`src/rtl/pt_walker.sv`:
```
`timescale 1ns/1ps
module pt_walker #(
  parameter int PA_W  = 48,
  parameter int IDX_W = 9,
  parameter int OFF_W = 12
) (
  input  logic                    clk,
  input  logic                    rst_n,
  input  logic                    req_valid,
  output logic                    req_ready,
  input  logic [63:0]             req_vaddr,
  input  logic [1:0]              req_kind,
  input  logic                    req_user,
  input  logic [PA_W-OFF_W-1:0]   root_frame,
  output logic                    mem_req_valid,
  input  logic                    mem_req_ready,
  output logic [PA_W-1:0]         mem_req_addr,
  input  logic                    mem_rsp_valid,
  input  logic [63:0]             mem_rsp_data,
  output logic                    res_valid,
  input  logic                    res_ack,
  output logic                    res_fault,
  output logic [2:0]              res_fault_code,
  output logic [2:0]              res_level,
  output logic [PA_W-1:0]         res_paddr,
  output logic [1:0]              res_page_size
);
  localparam int FRM_W = PA_W - OFF_W;
  localparam int VA_W  = OFF_W + 4 * IDX_W;
  localparam int G1_W  = OFF_W + 2 * IDX_W;
  localparam int M2_W  = OFF_W + IDX_W;

  localparam logic [2:0] F_NONE = 3'd0, F_NP = 3'd1, F_RSV = 3'd2, F_PROT = 3'd3, F_NC = 3'd4;
  localparam logic [1:0] K_WR = 2'd1, K_FETCH = 2'd2;

  typedef enum logic [2:0] {S_IDLE, S_L4, S_L3, S_L2, S_L1, S_DONE, S_FAULT} state_t;

  state_t            st;
  logic [VA_W-1:0]   va;
  logic [1:0]        kind;
  logic              usr;
  logic [FRM_W-1:0]  tbl;
  logic              waiting;
  logic [2:0]        fcode, flvl;
  logic [PA_W-1:0]   pa;
  logic [1:0]        psz;

  logic [2:0]        lvl;
  logic [IDX_W-1:0]  idx;
  logic [FRM_W-1:0]  efrm;
  logic              walking, canon, present, big, bad_perm, leaf;

  always_comb begin
    case (st)
      S_L4:    begin lvl = 3'd4; idx = va[OFF_W+3*IDX_W +: IDX_W]; end
      S_L3:    begin lvl = 3'd3; idx = va[OFF_W+2*IDX_W +: IDX_W]; end
      S_L2:    begin lvl = 3'd2; idx = va[OFF_W+IDX_W   +: IDX_W]; end
      default: begin lvl = 3'd1; idx = va[OFF_W         +: IDX_W]; end
    endcase
  end

  assign walking  = (st == S_L4) || (st == S_L3) || (st == S_L2) || (st == S_L1);
  assign canon    = req_vaddr[63:VA_W-1] == {(64-VA_W+1){req_vaddr[VA_W-1]}};
  assign efrm     = mem_rsp_data[PA_W-1:OFF_W];
  assign present  = mem_rsp_data[0];
  assign big      = mem_rsp_data[7];
  assign bad_perm = (kind == K_WR && !mem_rsp_data[1]) ||
                    (usr && !mem_rsp_data[2]) ||
                    (kind == K_FETCH && mem_rsp_data[63]);
  assign leaf     = (st == S_L1) || ((st == S_L3 || st == S_L2) && big);

  wire unused_bits = &{1'b0, mem_rsp_data[62:PA_W], mem_rsp_data[OFF_W-1:8], mem_rsp_data[6:3]};

  assign req_ready      = st == S_IDLE;
  assign mem_req_valid  = walking && !waiting;
  assign mem_req_addr   = {tbl, idx, 3'b000};
  assign res_valid      = (st == S_DONE) || (st == S_FAULT);
  assign res_fault      = st == S_FAULT;
  assign res_fault_code = fcode;
  assign res_level      = flvl;
  assign res_paddr      = pa;
  assign res_page_size  = psz;

  always_ff @(posedge clk or negedge rst_n) begin
    if (!rst_n) begin
      st      <= S_IDLE;
      va      <= '0;
      kind    <= '0;
      usr     <= 1'b0;
      tbl     <= '0;
      waiting <= 1'b0;
      fcode   <= F_NONE;
      flvl    <= '0;
      pa      <= '0;
      psz     <= '0;
    end else begin
      case (st)
        S_IDLE: if (req_valid) begin
          va    <= req_vaddr[VA_W-1:0];
          kind  <= req_kind;
          usr   <= req_user;
          tbl   <= root_frame;
          pa    <= '0;
          psz   <= '0;
          flvl  <= '0;
          fcode <= canon ? F_NONE : F_NC;
          st    <= canon ? S_L4 : S_FAULT;
        end
        S_L4, S_L3, S_L2, S_L1: begin
          if (!waiting) begin
            if (mem_req_ready) waiting <= 1'b1;
          end else if (mem_rsp_valid) begin
            waiting <= 1'b0;
            flvl    <= lvl;
            if (!present) begin
              fcode <= F_NP;
              st    <= S_FAULT;
            end else if (st == S_L4 && big) begin
              fcode <= F_RSV;
              st    <= S_FAULT;
            end else if (bad_perm) begin
              fcode <= F_PROT;
              st    <= S_FAULT;
            end else if (leaf) begin
              st <= S_DONE;
              if (st == S_L3) begin
                psz <= 2'd2;
                pa  <= {efrm[FRM_W-1:G1_W-OFF_W], va[G1_W-1:0]};
              end else if (st == S_L2) begin
                psz <= 2'd1;
                pa  <= {efrm[FRM_W-1:M2_W-OFF_W], va[M2_W-1:0]};
              end else begin
                psz <= 2'd0;
                pa  <= {efrm, va[OFF_W-1:0]};
              end
            end else begin
              tbl <= efrm;
              st  <= state_t'(st + 3'd1);
            end
          end
        end
        S_DONE, S_FAULT: if (res_ack) st <= S_IDLE;
        default: st <= S_IDLE;
      endcase
    end
  end
endmodule

```
`config.mk`:
```
export PLATFORM = sky130hd
export DESIGN_NAME = pt_walker
export DESIGN_NICKNAME = d
export VERILOG_FILES = /design/src/rtl/pt_walker.sv
export SDC_FILE = /design/constraint.sdc
export NUM_CORES = 1
export LEC_CHECK = 0
export BUFFER_PORTS_ARGS = -buffer_cell sky130_fd_sc_hd__buf_2
export CORE_UTILIZATION = 25
export CTS_BUF_LIST = sky130_fd_sc_hd__clkbuf_8
export CTS_CLUSTER_SIZE = 8
export DETAILED_ROUTE_END_ITERATION = 10
export GPL_TIMING_DRIVEN = 0
export SYNTH_ARGS = -nofsm -noshare
export SYNTH_HDL_FRONTEND = slang
export SYNTH_SLANG_ARGS = --single-unit
export TNS_END_PERCENT = 1
```
`constraint.sdc`:
```
create_clock -name clk -period 2.5 [get_ports clk]
set_input_delay 0.625 -clock clk [delete_from_list [all_inputs] [get_ports clk]]
set_output_delay 0.625 -clock clk [all_outputs]
set_load 0.1 [all_outputs]
```
==> results of run 1 <==
[state kept, by name, summed over array words and instances, names as in the netlist]
signal and cells:
kind 2, res_fault_code 3, res_level 3, res_paddr 48, res_page_size 2, st 3
tbl 36, usr 1, va 48, waiting 1
[cell type report]
type	count	area, um^2	share of cell area, %
antenna	2	5.00	0.0502
buffer	36	387	3.88
clock buffer	17	234	2.35
clock inverter	15	185	1.86
inverter	55	209	2.10
multi-input combinational	376	3220	32.3
sequential	147	3680	36.9
tap	378	473	4.74
timing repair buffer	272	1570	15.8
[through the flow]
stage | hold slack [ps] | worst slack (ps) | cells | TNS, ps | cell area (um^2)
after floorplan | 329 | -299 | 616 | -12860 | 7210
after global placement | 463 | -1870 | 1248 | -260260 | 8950
after detailed placement | 478 | -897 | 1249 | -30440 | 8990
after CTS | 104 | -440 | 1292 | -16780 | 9790
after global routing | 104 | -464 | 1297 | -11600 | 9970
final | 84.1 | -369 | 1298 | -6190 | 9970
[placed cells by master, fill, tap and decap left out, types with 21 or more instances in the layout]
cell type    n
mux2_4      30
buf_4       21
mux2i_1     32
mux2_2      77
o21ai_0     21
a21oi_1     21
dfrtp_1    144
nand2_1     84
buf_2      243
inv_1       53
[cells in the mapped netlist (2+ instances only)]
cell type  number
ha_1            5
mux2_1         19
inv_1          55
buf_1           7
nand2_1        91
nor2b_1         4
mux2_4         30
buf_2          11
o31ai_1         2
buf_6           4
o21ai_0        23
or3_1           4
buf_4           3
dfrtp_1       147
nor3_1          5
a22o_1          4
a222oi_1        7
nor4_1          3
nor2_1         15
a21oi_1        21
mux2_2         77
nand2b_1        2
mux2i_1        32
clkbuf_1       13
a21o_1          3
nand4_1         2
nand3_1         3
a31oi_1         4
or4_1           2
[logic make-up (layout without fill, tap and decap cells)]
group / count (synthesis) / after routing / share of synthesized area (%)
compound gates: 75 / 75 / 7.24
simple gates: 135 / 135 / 8.21
mux: 158 / 158 / 26.1
fa+ha+maj: 5 / 5 / 0.881
flops: 147 / 147 / 51.8
other cells: 1 / 5 / 0.0528
buf+inv: 93 / 395 / 5.69
[how the worst max path moves through the flow]
stage	cells past startpoint	start	to	slack [ps]
floorplan	7	st[0]	mem_req_addr[4]	-300
global placement	1	rst_n	st[2]	-1870
detailed placement	7	st[1]	mem_req_addr[4]	-900
CTS	8	st[1]	mem_req_addr[6]	-440
global route	8	st[0]	mem_req_addr[11]	-460
finish	9	st[0]	mem_req_addr[6]	-370
[worst register-to-register path, cell delays in order (launching register included)]
cell and delay, ps:
dfrtp_2 470, buf_4 150, ha_2 200, nor2b_4 170, a2111oi_4 590, o211a_1 260, buf_12 170, buf_12 180
mux2_4 310
[per-layer routing]
| layer | vias to the layer above | routed length, um | GRT usage (%) |
|---|---|---|---|
| met5 | - | 17 | 0 |
| met4 | 2 | 246 | 4.31 |
| met3 | 18 | 1600 | 4.97 |
| met2 | 196 | 11400 | 27.7 |
| met1 | 2789 | 10200 | 19.5 |
| li1 | 2687 | - | - |
[timing repair]
action,CTS,global route
hold buffers,0,0
setup endpoints to repair,115,107
resized for setup,76,37
buffers inserted,11,4
cloned,1,1
pin swaps,13,8
==> results.md, run 1 <==
* Violated checks: negative setup slack
* Pins over their slew limit at 0
* CP max stage delay at about 450 ps
* Vias/cell at roughly 4.4
* Final core utilization at between 30% and 40%
* Fmax at 349 MHz
* Yosys top cell area share at 51.8%
* Maxcap violations at 0
* Rows at between 60 and 70
* Clock-pin slew on the worst setup and hold paths at around 100 ps
* CP Capture Type: primary output
* Required @ worst endpoint at 1880 ps
* WS Path Type: flip-flop to primary output
* Die Y at between 150 and 200 um
* Nets at roughly 1100
* Initial antenna violation count at 2
* Io pins at between 200 and 300
* Crit start category: flip-flop
* Fin crit period at between 2000 and 3000 ps
* Total count of hold-check failures in the final report at 0
* H-tree Lvls at 4
* CTS tree: built
* Synthesized instance count at 614
* Initial DRC Count at approximately 300
* Synth Warn # at 0
* DR WL/cell at roughly 18 um
* Overall routed net length at around 23000 um
* Clock skew at ~21 ps
* Effective utilization at floorplan at roughly a quarter
* CP cell instances: inv_4 > ha_4 > nor2b_4 > buf_4 > nor2_4 > buf_8 > nor2_2 > o31ai_4 > buf_12
* R2r startpoint: st[0]
* Dominant synthesized flop cell: dfrtp_1
* Final setup fails at 55
* Worst slew pin tran at 885 ps
* Die X at approximately 170 um
* Clk sink count at 147
* Maximum clock path buffer count at 2
* Area contributors post-synth: dfrtp_1, mux2_2, mux2_4, nand2_1, mux2i_1
* Syn Area/Cell at 11.6 um^2
* Synth Register Bits at approximately 150
* Layout cells sized above 1 at between 50% and 60%
* First-pass GRT wire length at 34800 um
* CP top delay family: buffers and inverters
* Final Cycle Share at 115%
* Hpwl dp at about 17000 um
* Vias at between 5000 and 6000
* Die area at 0.0291 mm^2
* Type of the most critical hold path: primary input to asynchronous set/reset pin
* R2R cell count at 8
* CP bufs+invs at 4
* Leading area contributor after synthesis: dfrtp_1
* Setup slack, reg-to-reg at -110 ps
* # fillers at between 2000 and 3000
* Netlist cell types at between 40 and 50
* CTS Buf Count at 17
* Grt total ovfl at 0
* WP data arrival at 2240 ps
* Max transition margin at roughly two fifths
* Final routed DRC violation total at 0
* Final worst slack at -369 ps
* Worst-path fanout max at 5
* Post-route ant nets at 0
* Seq/Total Area, Yosys at around 52%
* Vias in the first global route at ~6000
* All-Layer GR Usage at between 15 and 20%
* Pin count of the biggest net entering global routing at 80
* PortBufs at 254
* Slowest CP cell: dfrtp_2
* FF-to-FF End: tbl[9]
* Outcome: finished, violations left
* First drt pass iteration count at 7
* Synth-to-Final Area Change at 40.5%
* RD Place Congestion at approximately 0.74
* Clock Latency Late Sink at 460 ps
* EDFF count, synth at 0
* Core region area at 0.0279 mm^2
* Async SR Flop Fraction at 100%
* Cell Area, Synth at just over 0.007 mm^2
* CTS root buffer: clkbuf_8
* RSZ-0062 raised after global routing: yes
Power of run 1 is left out: the tool's default activity adds up to more than one toggle a clock period on the data nets, which glitch-free logic cannot reach.
==> run 2: changes to the inputs <==
Clock period 2.5 ns to 3.09 ns, I/O delays scaled along.
==> results.md, run 2 (synthesized netlist as in run 1, its figures left out) <==
* Final routed DRC violation total at 0
* Core region area at approximately 0.028 mm^2
* Effective utilization at floorplan at about a quarter
* # fillers at 2828
* Final worst slack at 62.5 ps
* Worst slew pin tran at roughly 940 ps
* Die area at about 0.029 mm^2
* H-tree Lvls at 4
* Pins over their slew limit at 0
* RSZ-0062 raised after global routing: yes
* Dpl ws at -707 ps
* Fin crit period at a little over 3000 ps
* CTS root buffer: clkbuf_8
* Required @ worst endpoint at approximately 2300 ps
* Most common cell after layout, fill and taps aside: buf_2
* CP Capture Type: primary output
* CP max stage delay at 410 ps
* Outcome: finished clean
* PortBufs at 254
* Hpwl dp at roughly 17000 um
* Clock Latency Late Sink at 440 ps
* CTS tree: built
* Synth-to-Final Area Change at 36.6%
* DR WL/cell at between 15 and 20 um
* Die Y at roughly 170 um
* CP cell instances: buf_6 > ha_4 > ha_4 > clkbuf_16 > a222oi_1 > nand2_1 > buf_12
* Pin count of the biggest net entering global routing at just under 80
* WS Path Type: flip-flop to primary output
* Vias/cell at 4.37
* Initial DRC Count at between 150 and 200
* RD Place Congestion at roughly 0.75
* Clock-pin slew on the worst setup and hold paths at approximately 90 ps
* Crit start category: flip-flop
* Die X at 171 um
* Clk sink count at ~150
* CTS Buf Count at 17
* Post-route ant nets at 0
* Type of the most critical hold path: primary input to asynchronous set/reset pin
* Maxcap violations at 0
* Setup_tns at 0 ps
* Nets at 1077
* Final Cycle Share at 98.0%
* Slowest CP cell: dfrtp_1
* Vias at roughly 5600
* Worst-path fanout max at 6
* Clock skew at 22.9 ps
* First-pass GRT wire length at about 34000 um
* Final setup fails at 0
* Grt total ovfl at 0
* Fmax at between 300 and 400 MHz
* Vias in the first global route at about 5700
* Most frequent cells in the layout: buf_2, dfrtp_1, nand2_1
* CP most frequent cell: ha_4
* Rows at 61
* All-Layer GR Usage at around 16%
* Overall routed net length at approximately 23000 um
* Total count of hold-check failures in the final report at 0
* Layout cells sized above 1 at 49.9%
* First drt pass iteration count at 4
* Io pins at roughly 280
* Maximum clock path buffer count at 2
* Max transition margin at between 30% and 40%
* WP data arrival at 2260 ps
* Initial antenna violation count at 1
* Number of hold buffers added after CTS at 0
run 2: critical path: cells and delay by family (launching register included):
kind            cells  cell delay [ps]
simple gates        1              160
fa+ha+maj           2              360
compound gates      1              370
buf+inv             3              510
flops               1              410
run 2: final timing paths:
check / start / endpoint / slack, ps / cells after the start
max reg2reg: st[0] / res_paddr[12] / 300 / 10
min: rst_n / res_paddr[5] / 270 / 1
max in group asynchronous: rst_n / res_level[1] / 2010 / 2
max: st[0] / mem_req_addr[11] / 60 / 7
min in group clk: res_paddr[13] / res_paddr[13] / 490 / 1
min reg2reg: res_paddr[13] / res_paddr[13] / 490 / 1
run 2: what timing repair did:
action,4_1_cts,5_1_grt
setup buffers,5,5
gates cloned,0,1
resized for setup,64,15
endpoints found under the setup margin,29,10
pin swaps,3,5
run 2: per-stage QoR:
step / cells / hold slack, ps / utilization [%] / instance area (um^2)
2_1_floorplan: 616 / 474 / - / 7140
3_3_place_gp: 1248 / 463 / 31.9 / 8880
3_5_place_dp: 1249 / 476 / 32.0 / 8920
4_1_cts: 1284 / 270 / 34.4 / 9590
5_1_grt: 1290 / 288 / 34.8 / 9690
6_report: 1291 / 268 / 34.8 / 9690
run 2: routing by layer:
metal,track usage (%),vias to the layer above,part of all wire (%)
li1,-,2666,-
met1,19.9,2754,44
met2,26.5,203,48
met3,4.44,20,6.9
met4,3.84,2,1.2
met5,0,-,0.057
run 2: final cells by class:
cell class	instances	area [um^2]	area share, %
diodes	1	2.50	0.0258
plain buffers	36	287	2.96
clock buffers	19	262	2.70
clock inverters	13	148	1.52
inverters	55	206	2.13
multi-input cells	376	3140	32.4
flip-flops and latches	147	3680	38.0
well taps	378	473	4.88
repair buffers	266	1490	15.4
Power of run 2 is left out for the same reason.
==> run 3: changes to the inputs <==
Settings changed: REMOVE_ABC_BUFFERS set to 1.
==> results.md, run 3 (synthesized netlist as in run 1, its figures left out) <==
* PortBufs at around 250
* R2r startpoint: st[0]
* Required @ worst endpoint at around 2300 ps
* Outcome: finished, violations left
* Pins over their slew limit at 0
* Worst setup path start: st[0]
* Final Cycle Share at 100%
* All-Layer GR Usage at approximately 15%
* Grt total ovfl at 0
* Violated checks: negative setup slack
* Pin count of the biggest net entering global routing at 97
* CP most frequent cell: nand2_1
* Most common cell after layout, fill and taps aside: buf_2
* Vias/cell at 4.31
* Dpl ws at -636 ps
* CP top delay family: simple AND/OR/NAND/NOR gates
* Hpwl dp at about 15000 um
* CTS Buf Count at 17
* Total count of hold-check failures in the final report at 0
* CP Capture Type: primary output
* CTS tree: built
* Final setup fails at 1
* Worst slew pin tran at approximately 900 ps
* Clock skew at roughly 18 ps
* Final worst slack at -12.8 ps
* Clk sink count at about 150
* Layout cells sized above 1 at between 50% and 60%
* Nets at about 1100
* CTS root buffer: clkbuf_8
* Post-route ant nets at 0
* Io pins at approximately 280
* Fin crit period at roughly 3100 ps
* Max transition margin at between 40% and 50%
* Vias at approximately 5500
* Type of the most critical hold path: primary input to asynchronous set/reset pin
* DR WL/cell at ~17 um
* WS Path Type: flip-flop to primary output
* Rows at between 60 and 70
* Slowest CP cell: dfrtp_1
* First-pass GRT wire length at about 31000 um
* Die Y at between 150 and 200 um
* Overall routed net length at approximately 21000 um
* Vias in the first global route at 5384
* Synth-to-Final Area Change at 35.5%
* First drt pass iteration count at 4
* Clock-pin slew on the worst setup and hold paths at about 100 ps
* Die area at between 0.02 and 0.03 mm^2
* CP max stage delay at around 440 ps
* Fmax at about 320 MHz
* WP data arrival at ~2300 ps
* Initial DRC Count at 242
* Initial antenna violation count at 7
* Hold WS at 217 ps
* Most frequent cells in the layout: buf_2, dfrtp_1, nand2_1
* Effective utilization at floorplan at approximately a quarter
* Worst-path fanout max at 9
* Number of hold buffers added after CTS at 0
* # fillers at between 2000 and 3000
* Clock Latency Late Sink at between 400 and 500 ps
* Maxcap violations at 0
* Setup_tns at -12.8 ps
* CP cell instances: buf_4 > ha_1 > nor2_2 > o21ba_4 > nand2_1 > nand2_1 > buf_6
* Core region area at 0.0279 mm^2
* Maximum clock path buffer count at 2
* CP bufs+invs at 2
* H-tree Lvls at 4
* Crit start category: flip-flop
* Die X at approximately 170 um
* RD Place Congestion at 0.746
* Final routed DRC violation total at 0
* RSZ-0062 raised after global routing: yes
[run 3: metal layers]
| layer | vias to the layer above | routed length (um) | share of wire (%) | global-route usage, % |
|---|---|---|---|---|
| met1 | 2682 | 9180 | 43 | 18.0 |
| met5 | - | 10 | 0.047 | 0 |
| met2 | 175 | 10500 | 49 | 24.1 |
| met3 | 16 | 1300 | 6.1 | 4.49 |
| li1 | 2634 | - | - | - |
| met4 | 2 | 291 | 1.4 | 4.54 |
[run 3: what timing repair did]
item / CTS / global route
resized for setup: 32 / 11
setup buffers: 16 / 5
gates cloned: 1 / 1
setup endpoints to repair: 96 / 48
pin swaps: 4 / 4
[run 3: worst reg2reg max path, delay by kind of cell, from the launching register on]
family / cells / cell delay [ps]
muxes: 1 / 480
DFF: 1 / 440
buffers and inverters: 1 / 150
and+or+nand+nor: 1 / 210
adders and majority gates: 1 / 270
AOI/OAI and AO/OA: 2 / 1340
[run 3: layout make-up]
| type | count | area [um^2] | area share (%) |
|---|---|---|---|
| clock buffer | 18 | 248 | 2.58 |
| clock inverter | 14 | 163 | 1.69 |
| antenna | 6 | 15.0 | 0.156 |
| sequential | 147 | 3680 | 38.3 |
| timing repair buffer | 282 | 1660 | 17.3 |
| multi-input combinational | 378 | 3170 | 33.0 |
| tap | 378 | 473 | 4.92 |
| inverter | 55 | 206 | 2.15 |
[run 3: path summary, 6_finish.rpt]
check | end | slack [ps] | cells after the start
hold / removal | res_fault_code[1] | 220 | 1
max in group asynchronous | res_paddr[17] | 1970 | 2
setup / recovery | mem_req_addr[7] | -10 | 7
hold reg to reg | res_paddr[23] | 490 | 1
setup reg to reg | tbl[35] | 100 | 6
min in group clk | res_paddr[23] | 490 | 1
[run 3: stage by stage]
| stage | cells | utilization, % | area [um^2] |
|---|---|---|---|
| after floorplan | 578 | - | 6910 |
| after global placement | 1210 | 31.1 | 8650 |
| after detailed placement | 1217 | 31.8 | 8850 |
| after CTS | 1266 | 34.1 | 9500 |
| after global routing | 1277 | 34.5 | 9620 |
| final | 1278 | 34.5 | 9620 |
Power of run 3 is left out for the same reason.
